===== src/rtl/cfgbuf_pkg.sv =====
package cfgbuf_pkg;
    typedef enum logic {
        ST_IDLE = 1'b0,
        ST_WAIT = 1'b1
    } wr_state_e;
endpackage


===== src/rtl/cfgbuf_lane.sv =====
module cfgbuf_lane #(
    parameter int WIDTH = 16,
    parameter int DEPTH = 4
) (
    input  logic             clk,
    input  logic             rst_n,
    input  logic             push,
    input  logic [WIDTH-1:0] push_data,
    input  logic             pulse,
    output logic             full,
    output logic             primed,
    output logic [WIDTH-1:0] out_word,
    output logic             strobe
);
    localparam int PW = (DEPTH > 1) ? $clog2(DEPTH) : 1;
    localparam int CW = $clog2(DEPTH + 1);

    logic [WIDTH-1:0] mem [DEPTH];
    logic [PW-1:0]    wr_ptr, rd_ptr;
    logic [CW-1:0]    count;
    logic             pass, do_push, do_pop;

    assign pass    = push && !primed;
    assign do_push = push && primed;
    assign do_pop  = pulse && primed && (count != '0);
    assign full    = (count == CW'(DEPTH));

    always_ff @(posedge clk) begin
        if (do_push) mem[wr_ptr] <= push_data;
    end

    always_ff @(posedge clk) begin
        if (!rst_n) begin
            wr_ptr   <= '0;
            rd_ptr   <= '0;
            count    <= '0;
            primed   <= 1'b0;
            out_word <= '0;
            strobe   <= 1'b0;
        end else begin
            strobe <= 1'b0;
            if (pass) begin
                out_word <= push_data;
                primed   <= 1'b1;
                strobe   <= 1'b1;
            end else if (pulse && primed) begin
                strobe <= 1'b1;
                if (do_pop) out_word <= mem[rd_ptr];
            end
            if (do_push) wr_ptr <= (wr_ptr == PW'(DEPTH - 1)) ? '0 : wr_ptr + 1'b1;
            if (do_pop)  rd_ptr <= (rd_ptr == PW'(DEPTH - 1)) ? '0 : rd_ptr + 1'b1;
            if (do_push && !do_pop)      count <= count + 1'b1;
            else if (do_pop && !do_push) count <= count - 1'b1;
        end
    end
endmodule


===== src/rtl/cfgbuf_wrctl.sv =====
module cfgbuf_wrctl
    import cfgbuf_pkg::*;
#(
    parameter int LANES = 2,
    parameter int WIDTH = 16,
    parameter int TOW   = 16
) (
    input  logic                   clk,
    input  logic                   rst_n,
    input  logic                   in_valid,
    input  logic [LANES-1:0]       in_mask,
    input  logic [LANES*WIDTH-1:0] in_data,
    input  logic [TOW-1:0]         in_timeout,
    input  logic [LANES-1:0]       lane_full,
    output logic                   in_ready,
    output logic [LANES-1:0]       push,
    output logic [LANES*WIDTH-1:0] push_data,
    output logic                   wr_done,
    output logic                   wr_timed_out
);
    wr_state_e              state, next_state;
    logic [LANES-1:0]       req_mask, cur_mask;
    logic [LANES*WIDTH-1:0] req_data;
    logic [TOW-1:0]         cnt;
    logic                   forever_q, rdy_prev;
    logic                   accept, room, commit, expire;

    assign in_ready  = (state == ST_IDLE);
    assign cur_mask  = (state == ST_WAIT) ? req_mask : in_mask;
    assign push_data = (state == ST_WAIT) ? req_data : in_data;
    assign room      = ~|(cur_mask & lane_full);
    assign push      = commit ? cur_mask : '0;

    always_comb begin
        accept     = 1'b0;
        commit     = 1'b0;
        expire     = 1'b0;
        next_state = state;
        unique case (state)
            ST_IDLE: begin
                accept = in_valid && rdy_prev;
                if (accept) begin
                    if (room)                  commit     = 1'b1;
                    else if (in_timeout == '0) expire     = 1'b1;
                    else                       next_state = ST_WAIT;
                end
            end
            ST_WAIT: begin
                if (room) begin
                    commit     = 1'b1;
                    next_state = ST_IDLE;
                end else if (!forever_q && cnt == TOW'(1)) begin
                    expire     = 1'b1;
                    next_state = ST_IDLE;
                end
            end
        endcase
    end

    always_ff @(posedge clk) begin
        if (!rst_n) state <= ST_IDLE;
        else        state <= next_state;
    end

    always_ff @(posedge clk) begin
        if (!rst_n) begin
            wr_done      <= 1'b0;
            wr_timed_out <= 1'b0;
            rdy_prev     <= 1'b1;
            req_mask     <= '0;
            req_data     <= '0;
            cnt          <= '0;
            forever_q    <= 1'b0;
        end else begin
            wr_done      <= commit;
            wr_timed_out <= expire;
            rdy_prev     <= in_ready;
            if (accept) begin
                req_mask  <= in_mask;
                req_data  <= in_data;
                cnt       <= in_timeout;
                forever_q <= in_timeout[TOW-1];
            end else if (state == ST_WAIT && !room && !forever_q) begin
                cnt <= cnt - 1'b1;
            end
        end
    end
endmodule


===== src/rtl/cfg_pulse_buffer.sv =====
module cfg_pulse_buffer #(
    parameter int LANES = 2,
    parameter int WIDTH = 16,
    parameter int DEPTH = 4,
    parameter int TOW   = 16
) (
    input  logic                   clk,
    input  logic                   rst_n,
    input  logic                   in_valid,
    input  logic [LANES-1:0]       in_mask,
    input  logic [LANES*WIDTH-1:0] in_data,
    input  logic [TOW-1:0]         in_timeout,
    output logic                   in_ready,
    output logic                   wr_done,
    output logic                   wr_timed_out,
    input  logic                   sample_pulse,
    output logic [LANES-1:0]       lane_primed,
    output logic [LANES*WIDTH-1:0] cfg_out,
    output logic [LANES-1:0]       cfg_strobe
);
    logic [LANES-1:0]       lane_full, push;
    logic [LANES*WIDTH-1:0] push_data;

    cfgbuf_wrctl #(.LANES(LANES), .WIDTH(WIDTH), .TOW(TOW)) u_wrctl (
        .clk          (clk),
        .rst_n        (rst_n),
        .in_valid     (in_valid),
        .in_mask      (in_mask),
        .in_data      (in_data),
        .in_timeout   (in_timeout),
        .lane_full    (lane_full),
        .in_ready     (in_ready),
        .push         (push),
        .push_data    (push_data),
        .wr_done      (wr_done),
        .wr_timed_out (wr_timed_out)
    );

    for (genvar g = 0; g < LANES; g++) begin : g_lane
        cfgbuf_lane #(.WIDTH(WIDTH), .DEPTH(DEPTH)) u_lane (
            .clk       (clk),
            .rst_n     (rst_n),
            .push      (push[g]),
            .push_data (push_data[g*WIDTH +: WIDTH]),
            .pulse     (sample_pulse),
            .full      (lane_full[g]),
            .primed    (lane_primed[g]),
            .out_word  (cfg_out[g*WIDTH +: WIDTH]),
            .strobe    (cfg_strobe[g])
        );
    end
endmodule


===== config.mk =====
export PLATFORM = sky130hd
export DESIGN_NAME = cfg_pulse_buffer
export DESIGN_NICKNAME = d
export VERILOG_FILES = /design/src/rtl/cfgbuf_pkg.sv /design/src/rtl/cfgbuf_lane.sv /design/src/rtl/cfgbuf_wrctl.sv /design/src/rtl/cfg_pulse_buffer.sv
export SDC_FILE = /design/constraint.sdc
export NUM_CORES = 1
export LEC_CHECK = 0
export BUFFER_PORTS_ARGS = -buffer_cell sky130_fd_sc_hd__buf_2
export CAP_MARGIN = 20
export CORE_ASPECT_RATIO = 1.2
export CORE_MARGIN = 8
export CORE_UTILIZATION = 46
export CTS_CLUSTER_SIZE = 24
export DETAILED_ROUTE_END_ITERATION = 12
export HOLD_SLACK_MARGIN = 0.1
export PLACE_DENSITY = 0.64
export SETUP_SLACK_MARGIN = 0.05
export SLEW_MARGIN = 40
export SYNTH_ARGS = -nofsm -noshare
export SYNTH_HDL_FRONTEND = slang
export SYNTH_HIERARCHICAL = 1
export SYNTH_SLANG_ARGS = --single-unit

===== constraint.sdc =====
create_clock -name clk -period 5.9 [get_ports clk]
set_input_delay 0.885 -clock clk [delete_from_list [all_inputs] [get_ports clk]]
set_output_delay 0.885 -clock clk [all_outputs]
set_load 0.01 [all_outputs]

======== Word level (Yosys, flattened, before mapping) ========
Memory sizes are Yosys's and may differ from the RTL's. A register that Yosys moved wholly into a read port is not among the register bits.
Index checks and enable logic that the tools add are counted.
storage, ports and cells
  word-level logic and storage cells ...... 123
  memory bits (writable) .................. 128
  bits of input ports ..................... 54
  output and inout port bits .............. 39
  memories ................................ 2
  bits in registers ....................... 105
operators by class
  add/sub/neg operators ................... 9
  reduce and logical (&&, ||, !) cells .... 36
  bitwise gates (word level) .............. 2
  multiplexer cells ....................... 47
  equal/unequal tests ..................... 7
memory list
  name                  depth  width  rd ports  clocked after Yosys merged registers in  write ports  RTL line           text
  g_lane[0].u_lane.mem  4      16     1         1                                        1            cfgbuf_lane.sv:18  logic [WIDTH-1:0] mem [DEPTH];
  g_lane[1].u_lane.mem  4      16     1         1                                        1            cfgbuf_lane.sv:18
operators with widths
  kind                                                                  number
  16-bit 2-to-1 mux                                                     8
  32-bit 2-to-1 mux                                                     1
  1-bit 2-to-1 mux                                                      21
  2-bit 2-to-1 mux                                                      10
  16-bit by 1-bit == test with 1-bit output, second input constant      1
  1-bit logical AND                                                     16
  16-bit zero test                                                      1
  16-bit by 1-bit subtractor with 16-bit output, second input constant  1
  2-bit nonzero test                                                    7
  3-bit 2-to-1 mux                                                      4
  2-bit by 1-bit adder with 2-bit output, second input constant         4
  2-bit == test, second input constant                                  4
  1-bit zero test                                                       7
  3-bit by 1-bit adder with 3-bit output, second input constant         2
  3-bit == test, second input constant                                  2
  1-bit one-hot mux with 2 select lines                                 3
  3-bit nonzero test                                                    2
  3-bit by 1-bit subtractor with 3-bit output, second input constant    2
  2-bit AND reduction                                                   2
  2-bit bitwise AND                                                     1
  2-bit OR reduction                                                    1
  1-bit inverter                                                        1

======== Longest topological paths before layout ========
Gate-level depths: netlist of the first run.
  depth in word-level cells ............... 12
  gate-level depth with buffers ........... 13
  depth with buffers taken out ............ 12

======== Modules after synthesis ========
The synthesis of the first run kept the hierarchy.
by module, submodules not included
  module                          seq. area each (um^2)  area an instance (um^2)  times used  cells an instance
  cfgbuf_lane (g_lane[0].u_lane)  2462.4                 3880.0                   1           271
  cfgbuf_lane (g_lane[1].u_lane)  2462.4                 3873.7                   1           271
  cfgbuf_wrctl                    1101.1                 2787.7                   1           329

======== Least setup slack after synthesis of the first run ========
No wires, ideal clock.
  kind .................................... input -> register
  start point ............................. in in_mask[1]
  end point ............................... reg g_lane[0].u_lane.count[2]
  arrival time ............................ 2.855 ns
  path slack .............................. 2.969 ns
  cell stages on the path ................. 12
  library setup time ...................... 0.076 ns
  required time ........................... 5.824 ns
  buffers on the path ..................... 1
  path through ............................ mux2i_1 -> o22ai_1 -> nor3_1 -> buf_6 -> nand2_1 -> inv_1 -> ha_1 -> inv_1 -> fa_1 -> xor2_1 -> or3_1 -> a21boi_0
between the ends
  cells in the longest elaborated chain, start to end .. 11
  elaborated cells on any way between the ends .. 13
  those cells by class .................... mux: 6; bitwise: 1; reduce/logical: 6
RTL lines
  what                                       RTL line                                text
  start: declaration                         cfg_pulse_buffer.sv:10                  input logic [LANES-1:0] in_mask,
  2-bit 2-to-1 mux (*)                       cfgbuf_wrctl.sv:29                      assign cur_mask = (state == ST_WAIT) ? req_mask : in_mask;
  2-bit bitwise AND (*)                      cfgbuf_wrctl.sv:31                      assign room = ~|(cur_mask & lane_full);
  2-bit OR reduction (*)                     cfgbuf_wrctl.sv:31
  1-bit 2-to-1 mux (*)                       cfgbuf_wrctl.sv:43, cfgbuf_wrctl.sv:49
  1-bit 2-to-1 mux                           cfgbuf_wrctl.sv:42                      if (accept) begin
  1-bit one-hot mux with 2 select lines (*)  cfgbuf_wrctl.sv:39                      unique case (state)
  2-bit 2-to-1 mux (*)                       cfgbuf_wrctl.sv:32                      assign push = commit ? cur_mask : '0;
  via push[0]                                cfg_pulse_buffer.sv:21                  logic [LANES-1:0] lane_full, push;
  1-bit logical AND (*)                      cfgbuf_lane.sv:24                       assign do_push = push && primed;
  via g_lane[0].u_lane.do_push               cfgbuf_lane.sv:21                       logic pass, do_push, do_pop;
  1-bit zero test                            cfgbuf_lane.sv:53                       else if (do_pop && !do_push) count <= count - 1'b1;
  1-bit logical AND                          cfgbuf_lane.sv:53
  2-bit nonzero test (no line)               n/a
  end signal: assignment                     cfgbuf_lane.sv:52                       if (do_push && !do_pop) count <= count + 1'b1;
  end signal: assignment                     cfgbuf_lane.sv:53
  end: declaration                           cfgbuf_lane.sv:20                       logic [CW-1:0] count;
Mark *: on every way through the listed nets, which the timed path passes. The rest lies on a longest branch.
A chain may end at the register's enable or synchronous reset.

======== Final worst setup path of the first run ========
  start point ............................. reg u_wrctl.state
  end point ............................... reg g_lane[1].u_lane.count[2]
between the ends
  cells in the longest elaborated chain, start to end .. 11
  elaborated cells on any way between the ends .. 14
  those cells by class .................... mux: 6; bitwise: 2; reduce/logical: 6
RTL lines
  what                                   RTL line                                text
  start: declaration                     cfgbuf_wrctl.sv:21                      wr_state_e state, next_state;
  start signal: assignment               cfgbuf_wrctl.sv:62                      else state <= next_state;
  2-bit 2-to-1 mux                       cfgbuf_wrctl.sv:29
  2-bit bitwise AND                      cfgbuf_wrctl.sv:31
  2-bit OR reduction                     cfgbuf_wrctl.sv:31
  1-bit 2-to-1 mux                       cfgbuf_wrctl.sv:43, cfgbuf_wrctl.sv:49
  1-bit 2-to-1 mux                       cfgbuf_wrctl.sv:42
  1-bit one-hot mux with 2 select lines  cfgbuf_wrctl.sv:39
  2-bit 2-to-1 mux (*)                   cfgbuf_wrctl.sv:32
  via push[1]                            cfg_pulse_buffer.sv:21
  1-bit logical AND (*)                  cfgbuf_lane.sv:24
  via g_lane[1].u_lane.do_push           cfgbuf_lane.sv:21
  1-bit zero test                        cfgbuf_lane.sv:53
  1-bit logical AND                      cfgbuf_lane.sv:53
  2-bit nonzero test (no line)           n/a
  end signal: assignment                 cfgbuf_lane.sv:52
  end signal: assignment                 cfgbuf_lane.sv:53
  end: declaration                       cfgbuf_lane.sv:20
Marks and branches as above.

==> results of run 1 <==
## cells in the mapped netlist (11+ instances only)
master,instances,share of area
a21boi_0,41,0.029
a31oi_1,39,0.023
buf_6,11,0.012
clkbuf_1,32,0.011
dfxtp_1,109,0.21
edfxtp_1,128,0.36
ha_1,14,0.017
inv_1,17,0.0061
mux2_2,64,0.068
mux2i_1,42,0.040
nand2_1,81,0.029
nand3_1,34,0.016
nand3b_1,33,0.024
o21ai_0,23,0.011
o31a_1,33,0.027
o31ai_1,35,0.025
## worst register-to-register path, cell delays in order, from the launching register on
cell and delay, ns:
dfxtp_4 0.74, mux2i_1 0.34, o22ai_1 0.21, nor3_2 0.19, buf_4 0.32, nand2_1 0.17, inv_1 0.08, ha_1 0.17
inv_1 0.06, fa_1 0.37, xor2_1 0.15, or3_1 0.30, a21boi_0 0.16
## layout by cell type, fill, tap and decap left out, types with 8 or more instances in the layout
master,Yosys,layout
o31ai_1,35,35
or3_1,9,9
mux2_2,64,64
buf_4,6,9
clkinv_2,0,8
buf_2,9,92
mux2i_1,42,42
nand2_1,81,81
dfxtp_1,109,106
nand3b_1,33,33
nor2_1,10,10
o31a_1,33,33
o21ai_0,23,23
a21oi_1,10,10
a21boi_0,41,41
a31oi_1,39,39
nor2b_1,9,9
and3_2,0,8
edfxtp_1,128,128
ha_1,14,14
inv_1,17,17
clkbuf_16,0,26
nand3_1,34,34
## final timing paths
check / start / to / slack [ns]
setup / recovery: u_wrctl/state$_SDFF_PN0_ / g_lane[1].u_lane/count[2]$_SDFFE_PN0P_ / 2.54
hold reg to reg: u_wrctl/cnt[14]$_SDFFE_PN0P_ / u_wrctl/cnt[14]$_SDFFE_PN0P_ / 0.46
hold / removal: u_wrctl/cnt[14]$_SDFFE_PN0P_ / u_wrctl/cnt[14]$_SDFFE_PN0P_ / 0.46
setup reg to reg: u_wrctl/state$_SDFF_PN0_ / g_lane[1].u_lane/count[2]$_SDFFE_PN0P_ / 2.54
## area by class of cell
class / instances / area, um^2 / area share
multi-input cells: 550 / 4069 / 0.3428
clock buffers: 30 / 664.4 / 0.05597
inverters: 17 / 63.81 / 0.005376
well taps: 279 / 349.1 / 0.02941
repair buffers: 102 / 553.0 / 0.04659
flip-flops and latches: 237 / 6032 / 0.5082
clock inverters: 16 / 138.9 / 0.01170
## power groups by stage
stage / Clock [uW] / Combinational, uW / Sequential, uW
2_1_floorplan: 0 / 216 / 1870
3_3_place_gp: 0 / 311 / 1870
3_5_place_dp: 0 / 317 / 1870
4_1_cts: 1570 / 319 / 1840
5_1_grt: 1640 / 352 / 1850
6_report: 1530 / 319 / 1840
## through the flow
| step | util | area, um^2 |
|---|---|---|
| after floorplan | - | 10540 |
| after global placement | 0.4910 | 11020 |
| after detailed placement | 0.4916 | 11040 |
| after CTS | 0.5274 | 11840 |
| after global routing | 0.5288 | 11870 |
| final | 0.5288 | 11870 |
## kinds of logic after synthesis
family	Yosys count
mux	106
compound gates	199
simple gates	224
xor+xnor	5
fa+ha+maj	16
flops	237
buf+inv	84
## per-layer routing
layer  GRT usage  wire [um]  vias to the layer above
li1            -          -                     3405
met1      0.2107      10550                     3462
met2      0.2860      11630                      154
met5           0          0                        -
met3     0.02565       1092                       37
met4     0.04594        482                        0
## sequential cells by signal, indices dropped and copies added (netlist names), 4 cells and up, named ones only
signal and count:
g_lane.u_lane/count 6, g_lane.u_lane/out_word 32, u_wrctl/cnt 16, g_lane.u_lane/mem 128, g_lane.u_lane/rd_ptr 4, u_wrctl/req_data 32, g_lane.u_lane/wr_ptr 4
==> impl_metrics.toml, run 1 <==
[cts]
cts_buffer_depth = 3
root_buffer = "clkbuf_16"
cts.clk_slew.worst_paths_ns = 0.06
post_cts_buffers = 0
clkLatencyLatePin_ns = 0.53
cts_made_buffers = 25
cts_max_level = 1
cts_sinks = 237
cts_tree = "yes"
cts_resized = 0
hold_buffers = 0

[pwr]
clockPowerShare = 0.415
pwr-share-comb = 0.086
p_int_uw = 2821
power_frac_seq = 0.498
max-vdd-ir-drop_mv = 0.2524
p_per_area_nw_per_um2 = 311.0
p_total_uw = 3692
power.switching_uw = 870.6
cellLeakagePower_uw = 0.004194
p_sw_frac = 0.2358

[placed_design]
io_buffers = 92
dp_hpwl_um = 14420
pre_cts_ws_ns = 2.423
place_inst = 1184
place_congestion = 0.7778

[synthesis]
synthAdderAreaFrac = 0.02042
ys.flop_type = "edfxtp_1"
synth.net_count = 941
avgSynthCellArea_um2 = 12.10
synth_edf_count = 128
ys_warn_count = 6
yosysUniqueCellTypes = 55
synthCells = 871
synth_top_family_by_area = "compound AO/OA/AOI/OAI gates"
synthMuxAreaShare = 0.1082
synth_compound_area_frac = 0.1344
syn_area_um2 = 10540
synth_xor_area_frac = 0.004154
async_flop_share = 0
synth-seq-cells = 237
yosys.area_share.simple = 0.1162
ys_seq_area_frac = 0.5716

[sta]
slew_violations = 0
finalCriticalPeriod_ns = 3.362
hold_violations = 0
period_share = 0.5699
tightest_slew_ns = 0.8367
rsz0062_at_grt = "no"
setup_ws_ns = 2.538
fmax_mhz = 297.4
relSlewSlack = 0.4422
tns_ns = 0
setup_violations = 0
clock_skew_ns = 0.01696
holdWs_ns = 0.4613

[worst_setup_path]
critPathMaxFanout = 42
worstPathArrival_ns = 3.81
cp.required_ns = 6.34
path_class = "flop to flop"
max_stage_delay_ns = 0.74
path_depth = 12
critical_path_buf_inv_count = 3
crit_top_cell = "inv_1"
critPathCaptureType = "flop"
path_cells = "mux2i_1 -> o22ai_1 -> nor3_2 -> buf_4 -> nand2_1 -> inv_1 -> ha_1 -> inv_1 -> fa_1 -> xor2_1 -> or3_1 -> a21boi_0"
cpMaxStageDelayCell = "dfxtp_4"
reg2reg_depth = 12
path_delay_family = "flip-flops"
startpoint_type = "flop"

[final_layout]
stdcell_count = 1231
diodes = 0
area_growth_pct = 12.61
drive_gt1_frac = 0.2395
nFillCells = 1957
finalNetCount = 1003

[die]
core_area_um2 = 22450
rows = 60
start_util = 0.4696
dieArea_um2 = 28040
die_x_um = 154.2
dieHeight_um = 181.8
top_level_ports = 93

[global_routing]
grt_pass1_wl_um = 38070
grt_max_degree = 78
grtUsageTotal = 0.1655
grt_pass1_vias = 7152
overflow = 0
antenna_found_initial = 0

[route]
first_pass_iters = 5
vias = 7058
drt_wl_total_um = 23750
wire_per_inst_um = 19.29
drt_iter0_drc = 467
drc = 0
routed_via_density = 5.734
ant_nets = 0

[outcome]
status = "complete, no violations"

[hold_path]
holdPathStages = 1
hp-class = "flop to flop"

[run]
maxCapViolations = 0
No activity file was read; power rests on OpenSTA's default activity.
==> run 2: changes to the inputs <==
==> constraint.sdc (replaced) <==
create_clock -name clk -period 3.4 [get_ports clk]
set_input_delay 0.51 -clock clk [delete_from_list [all_inputs] [get_ports clk]]
set_output_delay 0.51 -clock clk [all_outputs]
set_load 0.01 [all_outputs]
==> run 2 against run 1 <==
Compared with the run above:
- total power grew 77%
- largest power group unchanged
- cell area up 1.1%
- sequential power up 73%
- first-iteration DRC count is 23% lower
- fmax rose by 29%
- clock power up 81%
- worst setup slack worse by 1.8 ns
- wire length rose by 0.47%
- largest cell class unchanged
- cell count grew 1.3%
- clock skew down 0.0045 ns
- non-clock buffer count grew 16
==> impl_metrics.toml, run 2 (synthesis gave the netlist of run 1 again) <==
[die]
die_x_um = 154.2
top_level_ports = 93
start_util = 0.4696
core_area_um2 = 22450
dieArea_um2 = 28040
rows = 60
dieHeight_um = 181.8

[cts]
hold_buffers = 0
cts_sinks = 237
post_cts_buffers = 0
cts_tree = "yes"
cts_resized = 0
cts_max_level = 1
cts_made_buffers = 25
root_buffer = "clkbuf_16"
cts.clk_slew.worst_paths_ns = 0.06
cts_buffer_depth = 3
clkLatencyLatePin_ns = 0.53

[final_layout]
final_cell_mix = "128 x edfxtp_1, 106 x dfxtp_1, 91 x buf_2, 81 x nand2_1, 64 x mux2_2"
regMostFlops = "g_lane.u_lane/mem"
stdcell_count = 1247
finalNetCount = 1019
final_common_cell = "edfxtp_1"
area_growth_pct = 13.89
largest_reg_flops = 128
top_regs = "g_lane.u_lane/mem: 128 flops, g_lane.u_lane/out_word: 32 flops, u_wrctl/req_data: 32 flops"
diodes = 0
nFillCells = 1935
drive_gt1_frac = 0.2438

[pwr]
p_sw_frac = 0.2321
p_int_uw = 5004
cellLeakagePower_uw = 0.004298
power.switching_uw = 1512
max-vdd-ir-drop_mv = 0.4037
p_per_area_nw_per_um2 = 542.7
pwr-share-comb = 0.087
power_frac_seq = 0.488
clockPowerShare = 0.425
p_total_uw = 6516

[placed_design]
pre_cts_ws_ns = 0.6205
place_congestion = 0.8244
io_buffers = 92
place_inst = 1201
dp_hpwl_um = 14840

[run]
maxCapViolations = 0

[sta]
tightest_slew_ns = 0.7575
period_share = 0.7691
finalCriticalPeriod_ns = 2.615
clock_skew_ns = 0.01246
relSlewSlack = 0.4950
slew_violations = 0
hold_violations = 0
setup_ws_ns = 0.7851
rsz0062_at_grt = "no"
setup_violations = 0
fmax_mhz = 382.4
tns_ns = 0

[route]
wire_per_inst_um = 19.14
vias = 7214
drt_wl_total_um = 23860
ant_nets = 0
routed_via_density = 5.785
drc = 0
first_pass_iters = 5
drt_iter0_drc = 359

[worst_setup_path]
path_cells = "nor3b_1 -> inv_1 -> o22ai_1 -> nor3_2 -> buf_4 -> nand2b_1 -> nand2b_4 -> a31oi_1"
critPathMaxFanout = 24
path_class = "flop to flop"
max_stage_delay_ns = 0.58
critPathCaptureType = "flop"
cpMaxStageDelayCell = "nand2b_1"
startpoint_type = "flop"
worstPathArrival_ns = 3.07
cp.required_ns = 3.86

[global_routing]
overflow = 0
antenna_found_initial = 0
grt_pass1_vias = 7196
grt_max_degree = 49
grtUsageTotal = 0.1682
grt_pass1_wl_um = 38690

[outcome]
status = "complete, no violations"

[hold_path]
hp-class = "input pin to flop"
run 2: power groups by stage:
| stage | clock (uW) | combinational, uW | sequential (uW) |
|---|---|---|---|
| finish | 2770 | 570 | 3180 |
| global route | 2950 | 632 | 3190 |
| CTS | 2830 | 574 | 3180 |
| detailed placement | 0 | 571 | 3240 |
| global placement | 0 | 561 | 3240 |
| floorplan | 0 | 375 | 3250 |
run 2: path summary, 6_finish.rpt:
| kind | end | cells after the start | slack [ns] | start |
|---|---|---|---|---|
| worst max-delay path | g_lane[0].u_lane/out_word[14]$_SDFFE_PN0P_ | 8 | 0.79 | g_lane[0].u_lane/count[0]$_SDFFE_PN0P_ |
| worst min-delay path | u_wrctl/req_data[21]$_SDFFE_PN0P_ | 3 | 0.23 | in_data[21] |
| worst max register to register | g_lane[0].u_lane/out_word[14]$_SDFFE_PN0P_ | 8 | 0.79 | g_lane[0].u_lane/count[0]$_SDFFE_PN0P_ |
| worst min register to register | u_wrctl/req_data[23]$_SDFFE_PN0P_ | 2 | 0.46 | u_wrctl/req_data[23]$_SDFFE_PN0P_ |
run 2: layout make-up:
type	instances	area, um^2	share of cell area
multi-input combinational	550	4053	0.3376
sequential	237	6030	0.5022
clock buffer	32	681.9	0.05680
tap	279	349.1	0.02908
inverter	17	63.81	0.005315
clock inverter	14	157.7	0.01313
timing repair buffer	118	670.6	0.05586
run 2: stage by stage:
step           cell area, um^2  utilization  hold WS [ns]
2_1_floorplan            10540            -        0.4358
3_3_place_gp             11160       0.4972        0.4459
3_5_place_dp             11160       0.4973        0.4544
4_1_cts                  12000       0.5347        0.2096
5_1_grt                  12010       0.5348        0.2177
6_report                 12010       0.5348        0.2286
run 2: worst max-delay path, delay by kind of cell (launching register included):
kind	cells	cell delay, ns
and+or+nand+nor	4	1.29
DFF	1	0.36
buffers and inverters	2	0.32
AOI/OAI and AO/OA	2	0.57
run 2: layer usage:
layer / part of all wire / track usage
met1: 0.43 / 0.2060
met2: 0.50 / 0.2959
met3: 0.055 / 0.03159
met4: 0.018 / 0.04711
met5: 0 / 0
